**config.mk**
```make
export PLATFORM = sky130hd
export DESIGN_NAME = uart_hostregs
export DESIGN_NICKNAME = d
export VERILOG_FILES = /design/src/rtl/uhr_pkg.sv /design/src/rtl/uhr_rst_sync.sv /design/src/rtl/uhr_irq_ctrl.sv /design/src/rtl/uhr_rx_hold.sv /design/src/rtl/uhr_modem_view.sv /design/src/rtl/uart_hostregs.sv
export SDC_FILE = /design/constraint.sdc
export NUM_CORES = 1
export LEC_CHECK = 0
export BUFFER_PORTS_ARGS = -buffer_cell sky130_fd_sc_hd__buf_4
export CELL_PAD_IN_SITES_DETAIL_PLACEMENT = 2
export CELL_PAD_IN_SITES_GLOBAL_PLACEMENT = 2
export CORE_MARGIN = 1.5
export CORE_UTILIZATION = 37
export DETAILED_ROUTE_END_ITERATION = 8
export GPL_TIMING_DRIVEN = 0
export PLACE_DENSITY = 0.87
export SYNTH_ARGS = -nofsm -noshare
export SYNTH_HDL_FRONTEND = slang
export SYNTH_SLANG_ARGS = --single-unit
```
**constraint.sdc**
```tcl
create_clock -name clk -period 1.9 [get_ports clk]
set_input_delay 0.38 -clock clk [delete_from_list [all_inputs] [get_ports clk]]
set_output_delay 0.38 -clock clk [all_outputs]
set_load 0.03 [all_outputs]
```
**src/rtl/uhr_pkg.sv**
```systemverilog
package uhr_pkg;
  localparam int REG_W  = 8;
  localparam int ADDR_W = 3;

  typedef enum logic [ADDR_W-1:0] {
    OFS_DATA  = 3'd0,
    OFS_IEN   = 3'd1,
    OFS_IID   = 3'd2,
    OFS_LCTL  = 3'd3,
    OFS_MCTL  = 3'd4,
    OFS_LSTAT = 3'd5,
    OFS_MSTAT = 3'd6,
    OFS_SCR   = 3'd7
  } reg_ofs_e;

  localparam logic [REG_W-1:0] IID_NONE = 8'h01;
  localparam logic [REG_W-1:0] IID_THR  = 8'h02;
  localparam logic [REG_W-1:0] IID_RX   = 8'h04;

  localparam int LCTL_BANK  = 7;
  localparam int LCTL_BREAK = 6;
  localparam int MCTL_LOOP  = 4;
endpackage

```
**src/rtl/uhr_rst_sync.sv**
```systemverilog
module uhr_rst_sync #(
  parameter int STAGES = 2
) (
  input  logic clk,
  input  logic rst_n,
  output logic rst_q_n
);
  logic [STAGES-1:0] sync_q;

  always_ff @(posedge clk or negedge rst_n) begin
    if (!rst_n) sync_q <= '0;
    else        sync_q <= {sync_q[STAGES-2:0], 1'b1};
  end

  assign rst_q_n = sync_q[STAGES-1];
endmodule

```
**src/rtl/uhr_irq_ctrl.sv**
```systemverilog
module uhr_irq_ctrl
  import uhr_pkg::*;
(
  input  logic             clk,
  input  logic             rst_n,
  input  logic             ien_wr,
  input  logic             tx_wr,
  input  logic             iid_rd,
  input  logic             thre,
  input  logic             data_ready,
  input  logic             ien_rx,
  input  logic             ien_thr,
  output logic [REG_W-1:0] iid,
  output logic             irq
);
  logic thr_pend_q, thr_pend_d, thr_pend_en;

  // fixed priority: receive data above transmit empty
  always_comb begin
    if (data_ready && ien_rx)     iid = IID_RX;
    else if (thr_pend_q && ien_thr) iid = IID_THR;
    else                            iid = IID_NONE;
  end

  assign irq = (iid != IID_NONE);

  always_comb begin
    thr_pend_en = 1'b0;
    thr_pend_d  = thr_pend_q;
    if (tx_wr || (ien_wr && thre)) begin
      thr_pend_en = 1'b1;
      thr_pend_d  = 1'b1;
    end else if (iid_rd && (iid == IID_THR)) begin
      thr_pend_en = 1'b1;
      thr_pend_d  = 1'b0;
    end
  end

  always_ff @(posedge clk or negedge rst_n) begin
    if (!rst_n)           thr_pend_q <= 1'b0;
    else if (thr_pend_en) thr_pend_q <= thr_pend_d;
  end

  AST_THR_CLEAR: assert property (@(posedge clk) disable iff (!rst_n)
    iid_rd && (iid == IID_THR) && !ien_wr && !tx_wr |=> iid != IID_THR);
  AST_IEN_ARM: assert property (@(posedge clk) disable iff (!rst_n)
    ien_wr && thre |=> thr_pend_q);
  AST_TX_ARM: assert property (@(posedge clk) disable iff (!rst_n)
    tx_wr |=> thr_pend_q);
endmodule

```
**src/rtl/uhr_rx_hold.sv**
```systemverilog
module uhr_rx_hold
  import uhr_pkg::*;
(
  input  logic             clk,
  input  logic             rst_n,
  input  logic             rx_valid,
  input  logic             rx_break,
  input  logic [REG_W-1:0] rx_byte,
  input  logic             rbr_rd,
  output logic             rx_ready,
  output logic [REG_W-1:0] rbr,
  output logic             data_ready,
  output logic             brk
);
  logic             take;
  logic             flags_en, rbr_en;
  logic             dr_d, brk_d;
  logic [REG_W-1:0] rbr_d;

  assign rx_ready = !data_ready;
  assign take     = rx_valid && rx_ready;

  always_comb begin
    rbr_en   = take;
    rbr_d    = rx_break ? '0 : rx_byte;
    flags_en = take || rbr_rd;
    dr_d     = take;
    brk_d    = take && rx_break;
  end

  always_ff @(posedge clk or negedge rst_n) begin
    if (!rst_n) begin
      data_ready <= 1'b0;
      brk        <= 1'b0;
    end else if (flags_en) begin
      data_ready <= dr_d;
      brk        <= brk_d;
    end
  end

  always_ff @(posedge clk or negedge rst_n) begin
    if (!rst_n)      rbr <= '0;
    else if (rbr_en) rbr <= rbr_d;
  end

  AST_RX_TAKE: assert property (@(posedge clk) disable iff (!rst_n)
    take |=> data_ready);
  AST_BRK_ZERO: assert property (@(posedge clk) disable iff (!rst_n)
    take && rx_break |=> (rbr == '0) && brk);
  AST_RX_DRAIN: assert property (@(posedge clk) disable iff (!rst_n)
    rbr_rd && !take |=> !data_ready && !brk);
endmodule

```
**src/rtl/uhr_modem_view.sv**
```systemverilog
module uhr_modem_view
  import uhr_pkg::*;
#(
  parameter int               MCTL_BITS = 5,
  parameter logic [REG_W-1:0] MSTAT_RST = 8'hB0
) (
  input  logic [MCTL_BITS-1:0] mctl,
  output logic [REG_W-1:0]     view
);
  always_comb begin
    if (mctl[MCTL_LOOP]) begin
      view    = '0;
      view[7] = mctl[3];
      view[6] = mctl[2];
      view[5] = mctl[0];
      view[4] = mctl[1];
    end else begin
      view = MSTAT_RST;
    end
  end
endmodule

```
**src/rtl/uart_hostregs.sv**
```systemverilog
module uart_hostregs
  import uhr_pkg::*;
#(
  parameter int               IEN_BITS    = 4,
  parameter int               MCTL_BITS   = 5,
  parameter int               SYNC_STAGES = 2,
  parameter logic [REG_W-1:0] MSTAT_RST   = 8'hB0
) (
  input  logic                 clk,
  input  logic                 rst_n,
  input  logic [ADDR_W-1:0]    reg_addr,
  input  logic [REG_W-1:0]     reg_wdata,
  input  logic                 reg_wr,
  input  logic                 reg_rd,
  output logic [REG_W-1:0]     reg_rdata,
  output logic                 irq,
  output logic                 tx_strobe,
  output logic [REG_W-1:0]     tx_byte,
  input  logic                 rx_valid,
  input  logic                 rx_break,
  input  logic [REG_W-1:0]     rx_byte,
  output logic                 rx_ready,
  output logic [2*REG_W-1:0]   divisor,
  output logic [3:0]           data_bits,
  output logic                 two_stop,
  output logic                 parity_en,
  output logic                 parity_even,
  output logic                 break_en,
  output logic                 break_chg
);
  localparam int IEN_PAD  = REG_W - IEN_BITS;
  localparam int MCTL_PAD = REG_W - MCTL_BITS;

  logic rst_q_n;
  uhr_rst_sync #(.STAGES(SYNC_STAGES)) u_rst (
    .clk(clk), .rst_n(rst_n), .rst_q_n(rst_q_n));

  // storage
  logic [REG_W-1:0]     div_lo_q, div_hi_q, lctl_q, scr_q, rdata_q, tx_byte_q;
  logic [IEN_BITS-1:0]  ien_q;
  logic [MCTL_BITS-1:0] mctl_q;
  logic                 tx_strobe_q, brk_chg_q;

  // decode
  reg_ofs_e ofs;
  logic bank, rd_fire;
  logic wr_data, wr_dlo, wr_dhi, wr_ien, wr_lctl, wr_mctl, wr_scr;
  logic rd_rbr, rd_iid;

  assign ofs     = reg_ofs_e'(reg_addr);
  assign bank    = lctl_q[LCTL_BANK];
  assign rd_fire = reg_rd && !reg_wr;

  always_comb begin
    wr_data = reg_wr && (ofs == OFS_DATA) && !bank;
    wr_dlo  = reg_wr && (ofs == OFS_DATA) &&  bank;
    wr_ien  = reg_wr && (ofs == OFS_IEN)  && !bank;
    wr_dhi  = reg_wr && (ofs == OFS_IEN)  &&  bank;
    wr_lctl = reg_wr && (ofs == OFS_LCTL);
    wr_mctl = reg_wr && (ofs == OFS_MCTL);
    wr_scr  = reg_wr && (ofs == OFS_SCR);
    rd_rbr  = rd_fire && (ofs == OFS_DATA) && !bank;
    rd_iid  = rd_fire && (ofs == OFS_IID);
  end

  // receive holder
  logic [REG_W-1:0] rbr;
  logic             data_ready, rx_brk;
  uhr_rx_hold u_rx (
    .clk(clk), .rst_n(rst_q_n), .rx_valid(rx_valid), .rx_break(rx_break),
    .rx_byte(rx_byte), .rbr_rd(rd_rbr), .rx_ready(rx_ready), .rbr(rbr),
    .data_ready(data_ready), .brk(rx_brk));

  // line status: transmit side drains at once, so both empty bits stay set
  logic             thre;
  logic [REG_W-1:0] lstat;
  assign thre  = 1'b1;
  assign lstat = {1'b0, 1'b1, thre, rx_brk, 3'b000, data_ready};

  // interrupt identification
  logic [REG_W-1:0] iid;
  uhr_irq_ctrl u_irq (
    .clk(clk), .rst_n(rst_q_n), .ien_wr(wr_ien), .tx_wr(wr_data),
    .iid_rd(rd_iid), .thre(thre), .data_ready(data_ready),
    .ien_rx(ien_q[0]), .ien_thr(ien_q[1]), .iid(iid), .irq(irq));

  // modem status view
  logic [REG_W-1:0] mstat_view;
  uhr_modem_view #(.MCTL_BITS(MCTL_BITS), .MSTAT_RST(MSTAT_RST)) u_modem (
    .mctl(mctl_q), .view(mstat_view));

  // config registers
  always_ff @(posedge clk or negedge rst_n) begin
    if (!rst_n) begin
      div_lo_q <= '0;
      div_hi_q <= '0;
      ien_q    <= '0;
      lctl_q   <= '0;
      mctl_q   <= '0;
      scr_q    <= '0;
    end else if (!rst_q_n) begin
      div_lo_q <= '0;
      div_hi_q <= '0;
      ien_q    <= '0;
      lctl_q   <= '0;
      mctl_q   <= '0;
      scr_q    <= '0;
    end else begin
      if (wr_dlo)  div_lo_q <= reg_wdata;
      if (wr_dhi)  div_hi_q <= reg_wdata;
      if (wr_ien)  ien_q    <= reg_wdata[IEN_BITS-1:0];
      if (wr_lctl) lctl_q   <= reg_wdata;
      if (wr_mctl) mctl_q   <= reg_wdata[MCTL_BITS-1:0];
      if (wr_scr)  scr_q    <= reg_wdata;
    end
  end

  // transmit strobe and break-change pulse
  logic brk_chg_d;
  assign brk_chg_d = wr_lctl && (reg_wdata[LCTL_BREAK] != lctl_q[LCTL_BREAK]);

  always_ff @(posedge clk or negedge rst_q_n) begin
    if (!rst_q_n) begin
      tx_strobe_q <= 1'b0;
      brk_chg_q   <= 1'b0;
    end else begin
      tx_strobe_q <= wr_data;
      brk_chg_q   <= brk_chg_d;
    end
  end

  always_ff @(posedge clk or negedge rst_q_n) begin
    if (!rst_q_n)     tx_byte_q <= '0;
    else if (wr_data) tx_byte_q <= reg_wdata;
  end

  // read path
  logic [REG_W-1:0] rd_mux;
  always_comb begin
    unique case (ofs)
      OFS_DATA:  rd_mux = bank ? div_lo_q : rbr;
      OFS_IEN:   rd_mux = bank ? div_hi_q : {{IEN_PAD{1'b0}}, ien_q};
      OFS_IID:   rd_mux = iid;
      OFS_LCTL:  rd_mux = lctl_q;
      OFS_MCTL:  rd_mux = {{MCTL_PAD{1'b0}}, mctl_q};
      OFS_LSTAT: rd_mux = lstat;
      OFS_MSTAT: rd_mux = mstat_view;
      OFS_SCR:   rd_mux = scr_q;
      default:   rd_mux = '0;
    endcase
  end

  always_ff @(posedge clk or negedge rst_q_n) begin
    if (!rst_q_n)     rdata_q <= '0;
    else if (rd_fire) rdata_q <= rd_mux;
  end

  // outputs
  assign reg_rdata   = rdata_q;
  assign tx_strobe   = tx_strobe_q;
  assign tx_byte     = tx_byte_q;
  assign break_chg   = brk_chg_q;
  assign divisor     = {div_hi_q, div_lo_q};
  assign data_bits   = {2'b00, lctl_q[1:0]} + 4'd5;
  assign two_stop    = lctl_q[2];
  assign parity_en   = lctl_q[3];
  assign parity_even = lctl_q[4];
  assign break_en    = lctl_q[LCTL_BREAK];

  AST_TX_SOURCE: assert property (@(posedge clk) disable iff (!rst_q_n)
    tx_strobe |-> $past(reg_wr && (reg_addr == 3'd0) && !bank));
  AST_BANK_QUIET: assert property (@(posedge clk) disable iff (!rst_q_n)
    reg_wr && (reg_addr == 3'd0) && bank |=> !tx_strobe);
  AST_BRK_EDGE: assert property (@(posedge clk) disable iff (!rst_q_n)
    break_chg |-> (break_en != $past(break_en)));
  AST_RDATA_HOLD: assert property (@(posedge clk) disable iff (!rst_q_n)
    !(reg_rd && !reg_wr) |=> $stable(reg_rdata));
  AST_LOOP_LOW: assert property (@(posedge clk) disable iff (!rst_q_n)
    mctl_q[MCTL_LOOP] |-> (mstat_view[3:0] == 4'h0));
endmodule

```
==> run metrics <==
I/O pin cnt 69; Synth cell types 44; most frequent cells in the layout dfrtp_1, buf_4, nand2_1; GPL Wtd Cong 0.858; Root Driver clkbuf_8; cell taking the most area after synthesis dfrtp_1; utilization after layout about 48%; initial core utilization between 30% and 40%; CORE AREA between 0.009 and 0.01 mm2; worst path bufs/invs 2; synth-to-layout area growth 25.4%; vias in the first global route 3332; placed inst area 0.00420 mm2; DRC violations left 0; sequential area share after synthesis between 50% and 60%; number of synthesized flops with an enable pin 0; Global Route Usage Sum 26.8%; H-tree depth 3; drt pass-1 iters 5; hpwl dp between 8000 and 9000 um; Die Span Y ~100 um; Max Cap Viol 0; first-pass GRT wire length about 20000 um; vias 3095; Fillers between 900 and 1000; Synth Register Bits 72; Final Hold Vio Count 0; period utilization 98.0%; maximum clock rate between 500 and 600 MHz; Ys Warns 0; syn nets 372; final setup vio count 0; clk_lat worst skew 0.35 ns; CP Cell Sequence buf_2 -> buf_4 -> mux2i_1 -> nand2_1 -> o2111ai_1 -> a31oi_1; Setup Crit Path Kind reg2reg; global route overflow 0; Avg Cell Area, Syn ~10 um2; Synth Flop Type dfrtp_1; Max stage delay on crit path 0.47 ns; Pins Over Slew Limit 0; Max clock buf depth 2; Post-Syn Instances 346; Setup Buffers After CTS 0; Finished Layout Cells between 500 and 600; post-route ant nets 0; layout cell share with drive strength beyond 1 25.2%; Worst-path clk slew 0.08 ns; Sink Count 72; P per Cell Area between 900 and 1000 mW/mm2; number of antenna violations at the first check in global routing 0; hold buffers post-CTS 0; Tmin final roughly 1.9 ns; # nets final 450; r2r setup slk about 0.038 ns; chip width 101 um; Reg2Reg Capture Point reg_rdata[3]; commonest non-fill, non-tap cell in the layout dfrtp_1; drt via density 5.55; Min Hold Slack 0.0408 ns; critical path arrival 2.09 ns; worst r2r src lctl_q[7]; Post-synth ARST share 100%; final instance area 0.00443 mm2; top-area cell type share of the netlist area 51.0%; Final WS setup 0.0380 ns; slew margin rel. 57.7%; overall routed net length roughly 13000 um; antenna cells 0; TritonCTS Buffers 9; Critical Path Source Type flip-flop; num rows 35; FF-to-FF path depth 6; Clock Skew 0.0103 ns; top post-synthesis cells by area dfrtp_1, mux2i_1, nand2_1; CP required 2.12 ns; die area 0.0102 mm2; Starting DRT DRC Count around 190; dpl ws -0.269 ns; CP max FO 10; critical path's top delay family buffers and inverters; CTS tree built; Synth Cell Area ~0.0035 mm2; RSZ-0062 raised after global routing no; Slowest-stage cell, CP dfrtp_1; I/O Buffers 67; wire per inst 22.8 um; CP endpoint kind flip-flop; # placed instances 542; Static Leak 2.06 nW; Hold Path Class in2async; worst vdd ir roughly 450 uV; outcome complete, no violations; Worst Tran Pin Value 0.632 ns; largest net degree at the start of global routing 44
## how the worst max path moves through the flow
stage | slack (ns) | depth (start not counted) | end | from
after CTS | 0.04 | 2 | div_lo_q[7] | u_rst.sync_q[1]
after global routing | 0.01 | 6 | reg_rdata[3] | lctl_q[7]
after global placement | -0.24 | 2 | ien_q[3] | u_rst.sync_q[1]
after detailed placement | -0.27 | 5 | div_lo_q[7] | reg_addr[0]
after floorplan | 0.39 | 2 | lctl_q[0] | u_rst.sync_q[1]
final | 0.04 | 6 | reg_rdata[3] | lctl_q[7]
## per-stage QoR
stage	power (mW)	TNS, ns
after floorplan	2.31	0
after global placement	2.64	-7.77
after detailed placement	2.69	-2.58
after CTS	4.10	0
after global routing	4.25	0
final	4.07	0
## cells in the mapped netlist (all sizes together), types with 2 or more instances
cell type and number:
o21ai 16, mux2i 36, a311o 2, nand4 3, nor2 8, buf 11
mux2 9, a211oi 5, o31ai 3, nand3 3, nand3b 3, nand2b 2
a41oi 2, o211ai 2, nor2b 31, clkbuf 8, a21boi 17, inv 8
nor3 3, dfrtp 72, a22o 2, a21oi 11, nand2 67, a31oi 4
## per-layer routing
| layer | share of wire (%) | vias to the layer above | GRT usage [%] |
|---|---|---|---|
| li1 | - | 1364 | - |
| met4 | 1.9 | 0 | 8.34 |
| met3 | 5.8 | 23 | 4.23 |
| met2 | 50 | 114 | 44.6 |
| met5 | 0 | - | 0 |
| met1 | 42 | 1594 | 35.9 |
## cell type report
cell class	count	area [um2]	share of cell area, %
plain buffers	19	87.6	1.98
repair buffers	67	503	11.3
clock inverters	4	76.3	1.72
clock buffers	12	145	3.27
flip-flops and latches	72	1810	40.7
inverters	9	33.8	0.762
multi-input cells	246	1620	36.6
well taps	129	161	3.64
## where the power goes
group / switching, mW / internal, mW
logic: 0.506 / 0.309
registers: 0.142 / 1.71
clock network: 0.629 / 0.783
## flip-flops by register name (all words and copies together) (netlist names)
signal / flops
u_rx.rbr: 8
u_rst.sync_q: 2
tx_byte: 8
ien_q: 4
reg_rdata: 8
u_rx.data_ready: 1
lctl_q: 8
tx_strobe: 1
scr_q: 8
div_hi_q: 8
div_lo_q: 8
u_rx.brk: 1
mctl_q: 5
u_irq.thr_pend_q: 1
break_chg: 1
## timing repair
item | CTS | global route
setup endpoints to repair | 1 | 2
cloned | 0 | 0
resized for setup | 1 | 2
## cells by family after synthesis
family          synth area share, %
fa+ha+maj                     0.354
mux                            13.7
other cells                   0.106
buf+inv                        3.36
compound gates                 13.8
flops                          51.0
xor+xnor                      0.248
simple gates                   17.5
Power figures use the tool's default switching activity.
